**src/rtl/vpw_rx_pkg.sv**
```systemverilog
package vpw_rx_pkg;

  typedef enum logic [2:0] {
    SYM_GLITCH,
    SYM_SHORT,
    SYM_LONG,
    SYM_MARK,
    SYM_BREAK
  } sym_kind_e;

  typedef struct packed {
    sym_kind_e kind;
    logic      lvl;
  } sym_t;

  typedef enum logic [1:0] {
    ST_IDLE,
    ST_DATA,
    ST_NORM,
    ST_RESP
  } rx_state_e;

endpackage

```
**src/rtl/vpw_pulse_timer.sv**
```systemverilog
module vpw_pulse_timer
  import vpw_rx_pkg::*;
#(
  parameter int SHORT_MIN = 34,
  parameter int LONG_MIN  = 96,
  parameter int MARK_MIN  = 163,
  parameter int EOF_MIN   = 239
) (
  input  logic clk,
  input  logic rst_n,
  input  logic bus_in,
  input  logic tick,
  output logic sym_valid,
  output sym_t sym,
  output logic eof_hit
);
  localparam int CW = $clog2(EOF_MIN + 1);
  localparam logic [CW-1:0] SHORT_L = CW'(SHORT_MIN);
  localparam logic [CW-1:0] LONG_L  = CW'(LONG_MIN);
  localparam logic [CW-1:0] MARK_L  = CW'(MARK_MIN);
  localparam logic [CW-1:0] SAT_L   = CW'(EOF_MIN);
  localparam logic [CW-1:0] EOF_M1  = CW'(EOF_MIN - 1);

  logic          lvl_q;
  logic [CW-1:0] cnt_q, cnt_d;
  logic          edge_w;

  assign edge_w = bus_in ^ lvl_q;

  always_comb begin
    cnt_d = cnt_q;
    if (edge_w)                      cnt_d = '0;
    else if (tick && cnt_q != SAT_L) cnt_d = cnt_q + CW'(1);
  end

  always_comb begin
    sym.lvl = lvl_q;
    if (cnt_q < SHORT_L)     sym.kind = SYM_GLITCH;
    else if (cnt_q < LONG_L) sym.kind = SYM_SHORT;
    else if (cnt_q < MARK_L) sym.kind = SYM_LONG;
    else if (cnt_q < SAT_L)  sym.kind = SYM_MARK;
    else                     sym.kind = SYM_BREAK;
  end

  assign sym_valid = edge_w;
  assign eof_hit   = !edge_w && !lvl_q && tick && (cnt_q == EOF_M1);

  always_ff @(posedge clk or negedge rst_n) begin
    if (!rst_n) begin
      lvl_q <= 1'b0;
      cnt_q <= '0;
    end else begin
      lvl_q <= bus_in;
      cnt_q <= cnt_d;
    end
  end
endmodule

```
**src/rtl/vpw_bit_shifter.sv**
```systemverilog
module vpw_bit_shifter #(
  parameter int W = 8
) (
  input  logic         clk,
  input  logic         rst_n,
  input  logic         clr,
  input  logic         en,
  input  logic         bit_in,
  output logic         done,
  output logic [W-1:0] word,
  output logic         partial
);
  localparam int IW = $clog2(W);
  localparam logic [IW-1:0] LAST = IW'(W - 1);

  logic [W-2:0]  sh_q, sh_d;
  logic [IW-1:0] idx_q, idx_d;

  assign done    = en && (idx_q == LAST);
  assign word    = {sh_q, bit_in};
  assign partial = (idx_q != '0);

  always_comb begin
    sh_d  = sh_q;
    idx_d = idx_q;
    if (clr) begin
      idx_d = '0;
    end else if (en) begin
      sh_d  = {sh_q[W-3:0], bit_in};
      idx_d = done ? '0 : idx_q + IW'(1);
    end
  end

  always_ff @(posedge clk or negedge rst_n) begin
    if (!rst_n) begin
      sh_q  <= '0;
      idx_q <= '0;
    end else begin
      sh_q  <= sh_d;
      idx_q <= idx_d;
    end
  end
endmodule

```
**src/rtl/vpw_crc8.sv**
```systemverilog
module vpw_crc8 #(
  parameter logic [7:0] POLY = 8'h1D
) (
  input  logic       clk,
  input  logic       rst_n,
  input  logic       init,
  input  logic       en,
  input  logic       bit_in,
  output logic [7:0] crc
);
  logic [7:0] crc_d;
  logic       fb;

  assign fb = crc[7] ^ bit_in;

  always_comb begin
    crc_d = crc;
    if (init)    crc_d = 8'hFF;
    else if (en) crc_d = {crc[6:0], 1'b0} ^ (fb ? POLY : 8'h00);
  end

  always_ff @(posedge clk or negedge rst_n) begin
    if (!rst_n) crc <= 8'hFF;
    else        crc <= crc_d;
  end
endmodule

```
**src/rtl/vpw_frame_rx.sv**
```systemverilog
module vpw_frame_rx
  import vpw_rx_pkg::*;
#(
  parameter int         SHORT_MIN   = 34,
  parameter int         LONG_MIN    = 96,
  parameter int         MARK_MIN    = 163,
  parameter int         EOF_MIN     = 239,
  parameter int         MAX_BYTES   = 12,
  parameter logic [7:0] CRC_POLY    = 8'h1D,
  parameter logic [7:0] CRC_RESIDUE = 8'hC4
) (
  input  logic       clk,
  input  logic       rst_n,
  input  logic       bus_in,
  input  logic       tick_us,
  output logic       byte_valid,
  output logic [7:0] byte_data,
  output logic       byte_ifr,
  output logic       frame_end,
  output logic       crc_err,
  output logic       overflow
);
  localparam int BCW = $clog2(MAX_BYTES + 1);
  localparam logic [BCW-1:0] MAX_L = BCW'(MAX_BYTES);

  logic       sym_valid, eof_hit;
  sym_t       sym;
  logic       bit_w, is_bit;
  logic       sh_clr, sh_en, sh_done, sh_partial;
  logic [7:0] sh_word;
  logic       crc_init, crc_en;
  logic [7:0] crc_w;

  rx_state_e      st_q, st_d;
  logic [BCW-1:0] nbytes_q, nbytes_d;
  logic           part_q, part_d;
  logic           bv_d, ifr_d, fe_d, ce_d, ov_d;
  logic [7:0]     data_d;

  vpw_pulse_timer #(
    .SHORT_MIN(SHORT_MIN), .LONG_MIN(LONG_MIN),
    .MARK_MIN(MARK_MIN), .EOF_MIN(EOF_MIN)
  ) u_timer (
    .clk(clk), .rst_n(rst_n), .bus_in(bus_in), .tick(tick_us),
    .sym_valid(sym_valid), .sym(sym), .eof_hit(eof_hit)
  );

  vpw_bit_shifter #(.W(8)) u_shift (
    .clk(clk), .rst_n(rst_n), .clr(sh_clr), .en(sh_en), .bit_in(bit_w),
    .done(sh_done), .word(sh_word), .partial(sh_partial)
  );

  vpw_crc8 #(.POLY(CRC_POLY)) u_crc (
    .clk(clk), .rst_n(rst_n), .init(crc_init), .en(crc_en),
    .bit_in(bit_w), .crc(crc_w)
  );

  // short/long meaning flips with level
  assign bit_w  = (sym.kind == SYM_SHORT) ^ sym.lvl;
  assign is_bit = (sym.kind == SYM_SHORT) || (sym.kind == SYM_LONG);

  always_comb begin
    st_d     = st_q;
    nbytes_d = nbytes_q;
    part_d   = part_q;
    sh_clr   = 1'b0;
    sh_en    = 1'b0;
    crc_init = 1'b0;
    crc_en   = 1'b0;
    bv_d     = 1'b0;
    ifr_d    = byte_ifr;
    data_d   = byte_data;
    fe_d     = 1'b0;
    ce_d     = 1'b0;
    ov_d     = 1'b0;
    if (sym_valid && sym.kind == SYM_MARK && sym.lvl) begin
      st_d     = ST_DATA;
      nbytes_d = '0;
      part_d   = 1'b0;
      sh_clr   = 1'b1;
      crc_init = 1'b1;
    end else if (sym_valid) begin
      unique case (st_q)
        ST_IDLE: st_d = ST_IDLE;
        ST_DATA, ST_RESP: begin
          if (is_bit) begin
            sh_en  = 1'b1;
            crc_en = (st_q == ST_DATA);
            if (sh_done) begin
              if (nbytes_q == MAX_L) begin
                ov_d = 1'b1;
                st_d = ST_IDLE;
              end else begin
                bv_d     = 1'b1;
                data_d   = sh_word;
                ifr_d    = (st_q == ST_RESP);
                nbytes_d = nbytes_q + BCW'(1);
              end
            end
          end else if (sym.kind == SYM_MARK && st_q == ST_DATA) begin
            st_d   = ST_NORM;
            part_d = sh_partial;
          end else begin
            st_d = ST_IDLE;
          end
        end
        ST_NORM: begin
          if (is_bit && sym.lvl) begin
            st_d   = ST_RESP;
            sh_clr = 1'b1;
          end else begin
            st_d = ST_IDLE;
          end
        end
        default: st_d = ST_IDLE;
      endcase
    end else if (eof_hit && st_q != ST_IDLE) begin
      fe_d = 1'b1;
      ce_d = (crc_w != CRC_RESIDUE) || part_q || (st_q == ST_DATA && sh_partial);
      st_d = ST_IDLE;
    end
  end

  always_ff @(posedge clk or negedge rst_n) begin
    if (!rst_n) begin
      st_q       <= ST_IDLE;
      nbytes_q   <= '0;
      part_q     <= 1'b0;
      byte_valid <= 1'b0;
      byte_data  <= '0;
      byte_ifr   <= 1'b0;
      frame_end  <= 1'b0;
      crc_err    <= 1'b0;
      overflow   <= 1'b0;
    end else begin
      st_q       <= st_d;
      nbytes_q   <= nbytes_d;
      part_q     <= part_d;
      byte_valid <= bv_d;
      byte_data  <= data_d;
      byte_ifr   <= ifr_d;
      frame_end  <= fe_d;
      crc_err    <= ce_d;
      overflow   <= ov_d;
    end
  end
endmodule

```
**config.mk**
```make
export PLATFORM = sky130hd
export DESIGN_NAME = vpw_frame_rx
export DESIGN_NICKNAME = d
export VERILOG_FILES = /design/src/rtl/vpw_rx_pkg.sv /design/src/rtl/vpw_pulse_timer.sv /design/src/rtl/vpw_bit_shifter.sv /design/src/rtl/vpw_crc8.sv /design/src/rtl/vpw_frame_rx.sv
export SDC_FILE = /design/constraint.sdc
export NUM_CORES = 1
export LEC_CHECK = 0
export ABC_AREA = 1
export CORE_UTILIZATION = 31
export CTS_CLUSTER_SIZE = 40
export DETAILED_ROUTE_END_ITERATION = 10
export HOLD_SLACK_MARGIN = 0.1
export PLACE_DENSITY = 0.56
export RECOVER_POWER = 25
export SYNTH_ARGS = -nofsm -noshare
export SYNTH_HDL_FRONTEND = slang
export SYNTH_HIERARCHICAL = 1
export SYNTH_SLANG_ARGS = --single-unit
```
**constraint.sdc**
```tcl
create_clock -name clk -period 2.4 [get_ports clk]
set_clock_uncertainty 0.1 [all_clocks]
set_input_delay 0.24 -clock clk [delete_from_list [all_inputs] [get_ports clk]]
set_output_delay 0.24 -clock clk [all_outputs]
set_load 0.01 [all_outputs]
```
==> impl_metrics.py <==
metrics = {
    "die": {
        "rows": 32,
        "dieWidth_um": 93.1,
        "die-area_um2": 8670,
        "initial_utilization_pct": 32.6,
        "die_h_um": 93.1,
        "core_um2": 7890,
        "boundaryPins": 17,
    },
    "setup_path": {
        "crit_required_ns": 2.51,
        "reg2reg_from": "u_timer/cnt_q[1]",
        "cp-endpoint": "byte_data[1]",
        "cp-startpoint": "u_timer/cnt_q[1]",
        "crit_type": "reg -> reg",
        "crit_arrival_ns": 2.45,
        "start_kind": "register",
        "reg2reg_slack_ns": 0.06,
        "cp-end-kind": "register",
        "crit_path_max_fanout": 8,
        "worst-r2r-cell-count": 18,
        "r2r-end": "byte_data[1]",
    },
    "finish": {
        "postLayoutCellArea_um2": 3240,
        "nFillCells": 803,
        "fin_util_pct": 41.1,
        "drive_above_1_share_pct": 23.3,
        "antenna_cells": 0,
        "final_common_cell": "nand2_1",
        "multi_input_area_um2": 1290,
        "regArea_um2": 1190,
        "fin_nets": 393,
        "final_cell_mix": "111 x nand2_1, 38 x dfrtp_1, 34 x inv_1",
        "area_growth_pct": 25.9,
        "instances_no_fill": 484,
    },
    "grt": {
        "overflow": 0,
        "grtUsageTotal_pct": 13.6,
        "grt_pass1_wl_um": 9380,
        "antenna_found_initial": 0,
        "grt_pass1_vias": 2027,
        "grt_max_degree": 25,
    },
    "route": {
        "routed_wl_um": 5540,
        "drt-initial-drc-count": 107,
        "drc": 0,
        "vias": 2183,
        "antenna_left": 0,
        "post_drt_wl_per_cell_um": 11.4,
        "firstDrtPassIters": 4,
        "via_per_inst": 4.51,
    },
    "clock_network": {
        "cts_tree": "built",
        "root_buffer": "clkbuf_8",
        "clkSinkCount": 47,
        "clk_pin_slew_worst_paths_ns": 0.10,
        "clock_latency_ns": 0.31,
        "cts_max_level": 2,
        "numCtsBuffers": 5,
        "clk_path_buf_depth": 2,
    },
    "power_and_ir_drop": {
        "p_per_area_nw_per_um2": 473,
        "vdd_drop_max_mv": 0.215,
        "clockPowerShare_pct": 40.4,
        "p_total_mw": 1.53,
        "netSwitchingPower_uw": 378,
        "pwr-share-comb_pct": 6.9,
        "swShare_pct": 24.7,
        "power_frac_seq_pct": 52.7,
        "intPower_mw": 1.15,
        "p_leak_nw": 1.64,
    },
    "status": {
        "status": "finished, final reports clean",
    },
    "sta": {
        "fin_ws_ns": 0.0605,
        "finalSetupTns_ns": 0,
        "rsz0062_at_grt": "true",
        "setup_violations": 0,
        "max_freq_ghz": 0.427,
        "drv_slew": 0,
        "period_share_pct": 97.5,
        "relSlewSlack_pct": 9.49,
        "worst_slew_pin_slew_ns": 1.36,
        "timing.hold.ws_ns": 0.385,
        "hold_viol": 0,
        "period_needed_ns": 2.34,
    },
    "logic_synthesis": {
        "syn_area_per_cell_um2": 7.53,
        "ys_warn_count": 6,
        "yosysUniqueCellTypes": 28,
        "synth_area_um2": 2570,
        "yosysSeqAreaShare_pct": 46.1,
        "ys_ff_latch": 47,
        "synthesis.nets": 354,
        "syn_inst": 342,
    },
    "placement": {
        "postPlaceCellArea_um2": 2960,
        "dp_slack_ns": 0.00931,
        "dpl.cell_count": 468,
        "port_buffers": 16,
        "dpl.hpwl_um": 3810,
        "gp_congestion": 0.863,
    },
    "hold_path": {
        "hold_class": "reg -> reg",
    },
    "flow_run": {
        "drv_cap": 0,
    },
}
-- worst min path at each step --
stage          cells after the start          endpoint          from  slack, ns
2_1_floorplan                      0      byte_data[0]         rst_n      -0.16
3_3_place_gp                       1  u_timer/cnt_q[7]         rst_n       0.17
3_5_place_dp                       1  u_timer/cnt_q[7]         rst_n       0.17
4_1_cts                            1     u_timer/lvl_q        bus_in       0.32
5_1_grt                            2      u_crc/crc[5]  u_crc/crc[5]       0.40
6_report                           2      u_crc/crc[5]  u_crc/crc[5]       0.39
-- cells in the mapped netlist (all sizes together) --
library cell,count,area (um2)
buf,6,47.5
inv,44,165
ha,8,100
clkinv,2,10.0
xnor2,1,8.76
nand4,4,25.0
xor2,4,35.0
a21oi,14,73.8
nand2,135,527
a21o,1,7.51
nor2,34,153
nand3,31,178
dfrtp,39,976
o21ai,6,30.0
dfstp,8,210
nor3,4,20.0
nand3b,1,7.51
-- cell families after synthesis --
group / synth area share (%)
fa+ha+maj: 3.89
xor+xnor: 1.70
simple gates: 35.3
buf+inv: 8.65
compound gates: 4.33
flops: 46.1
-- worst max-delay path, stage by stage, from the launching register on --
cell,delay (ns)
dfrtp_1,0.43
ha_4,0.19
nand3_2,0.08
inv_2,0.05
a21oi_4,0.17
nand2_2,0.09
a21oi_4,0.17
nand3_2,0.12
nand2_4,0.10
nand2_4,0.05
inv_2,0.06
nand2_2,0.04
inv_2,0.06
inv_2,0.04
nor2_4,0.10
nand3_4,0.12
buf_8,0.17
nand2_2,0.05
nand2_1,0.06
-- sequential cells by signal, summed over array words and instances, names as in the netlist --
signal	count
overflow	1
u_crc/crc	8
u_shift/sh_q	7
u_shift/idx_q	3
st_q	2
crc_err	1
frame_end	1
u_timer/cnt_q	8
byte_data	8
byte_ifr	1
part_q	1
nbytes_q	4
byte_valid	1
u_timer/lvl_q	1
-- power groups by stage --
stage	clock, mW	sequential (mW)	combinational, mW
floorplan	0	0.820	0.0504
global placement	0	0.820	0.0976
detailed placement	0	0.820	0.0972
CTS	0.634	0.805	0.102
global route	0.661	0.809	0.119
finish	0.619	0.808	0.105
-- layout make-up --
class | count | area share, %
clock inverter | 3 | 1.43
clock buffer | 5 | 2.12
timing repair buffer | 37 | 10.4
sequential | 47 | 36.6
inverter | 46 | 5.48
multi-input combinational | 244 | 40.0
tap | 102 | 3.94
-- layer usage --
layer,part of all wire [%],global-route usage (%),up-vias
met5,0,0,-
met4,1.2,3.97,0
met3,3.1,2.68,5
met2,45,21.8,27
met1,50,18.6,1020
li1,-,-,1131
-- repair_timing --
item	CTS	global route
endpoints found under the setup margin	10	28
gates resized for setup	2	34
hold buffers	1	0
pin swaps	3	15
cloned	0	1
buffers inserted	2	4
endpoints found under the hold margin	23	0
Note: power is estimated with default switching activity, not from simulation.
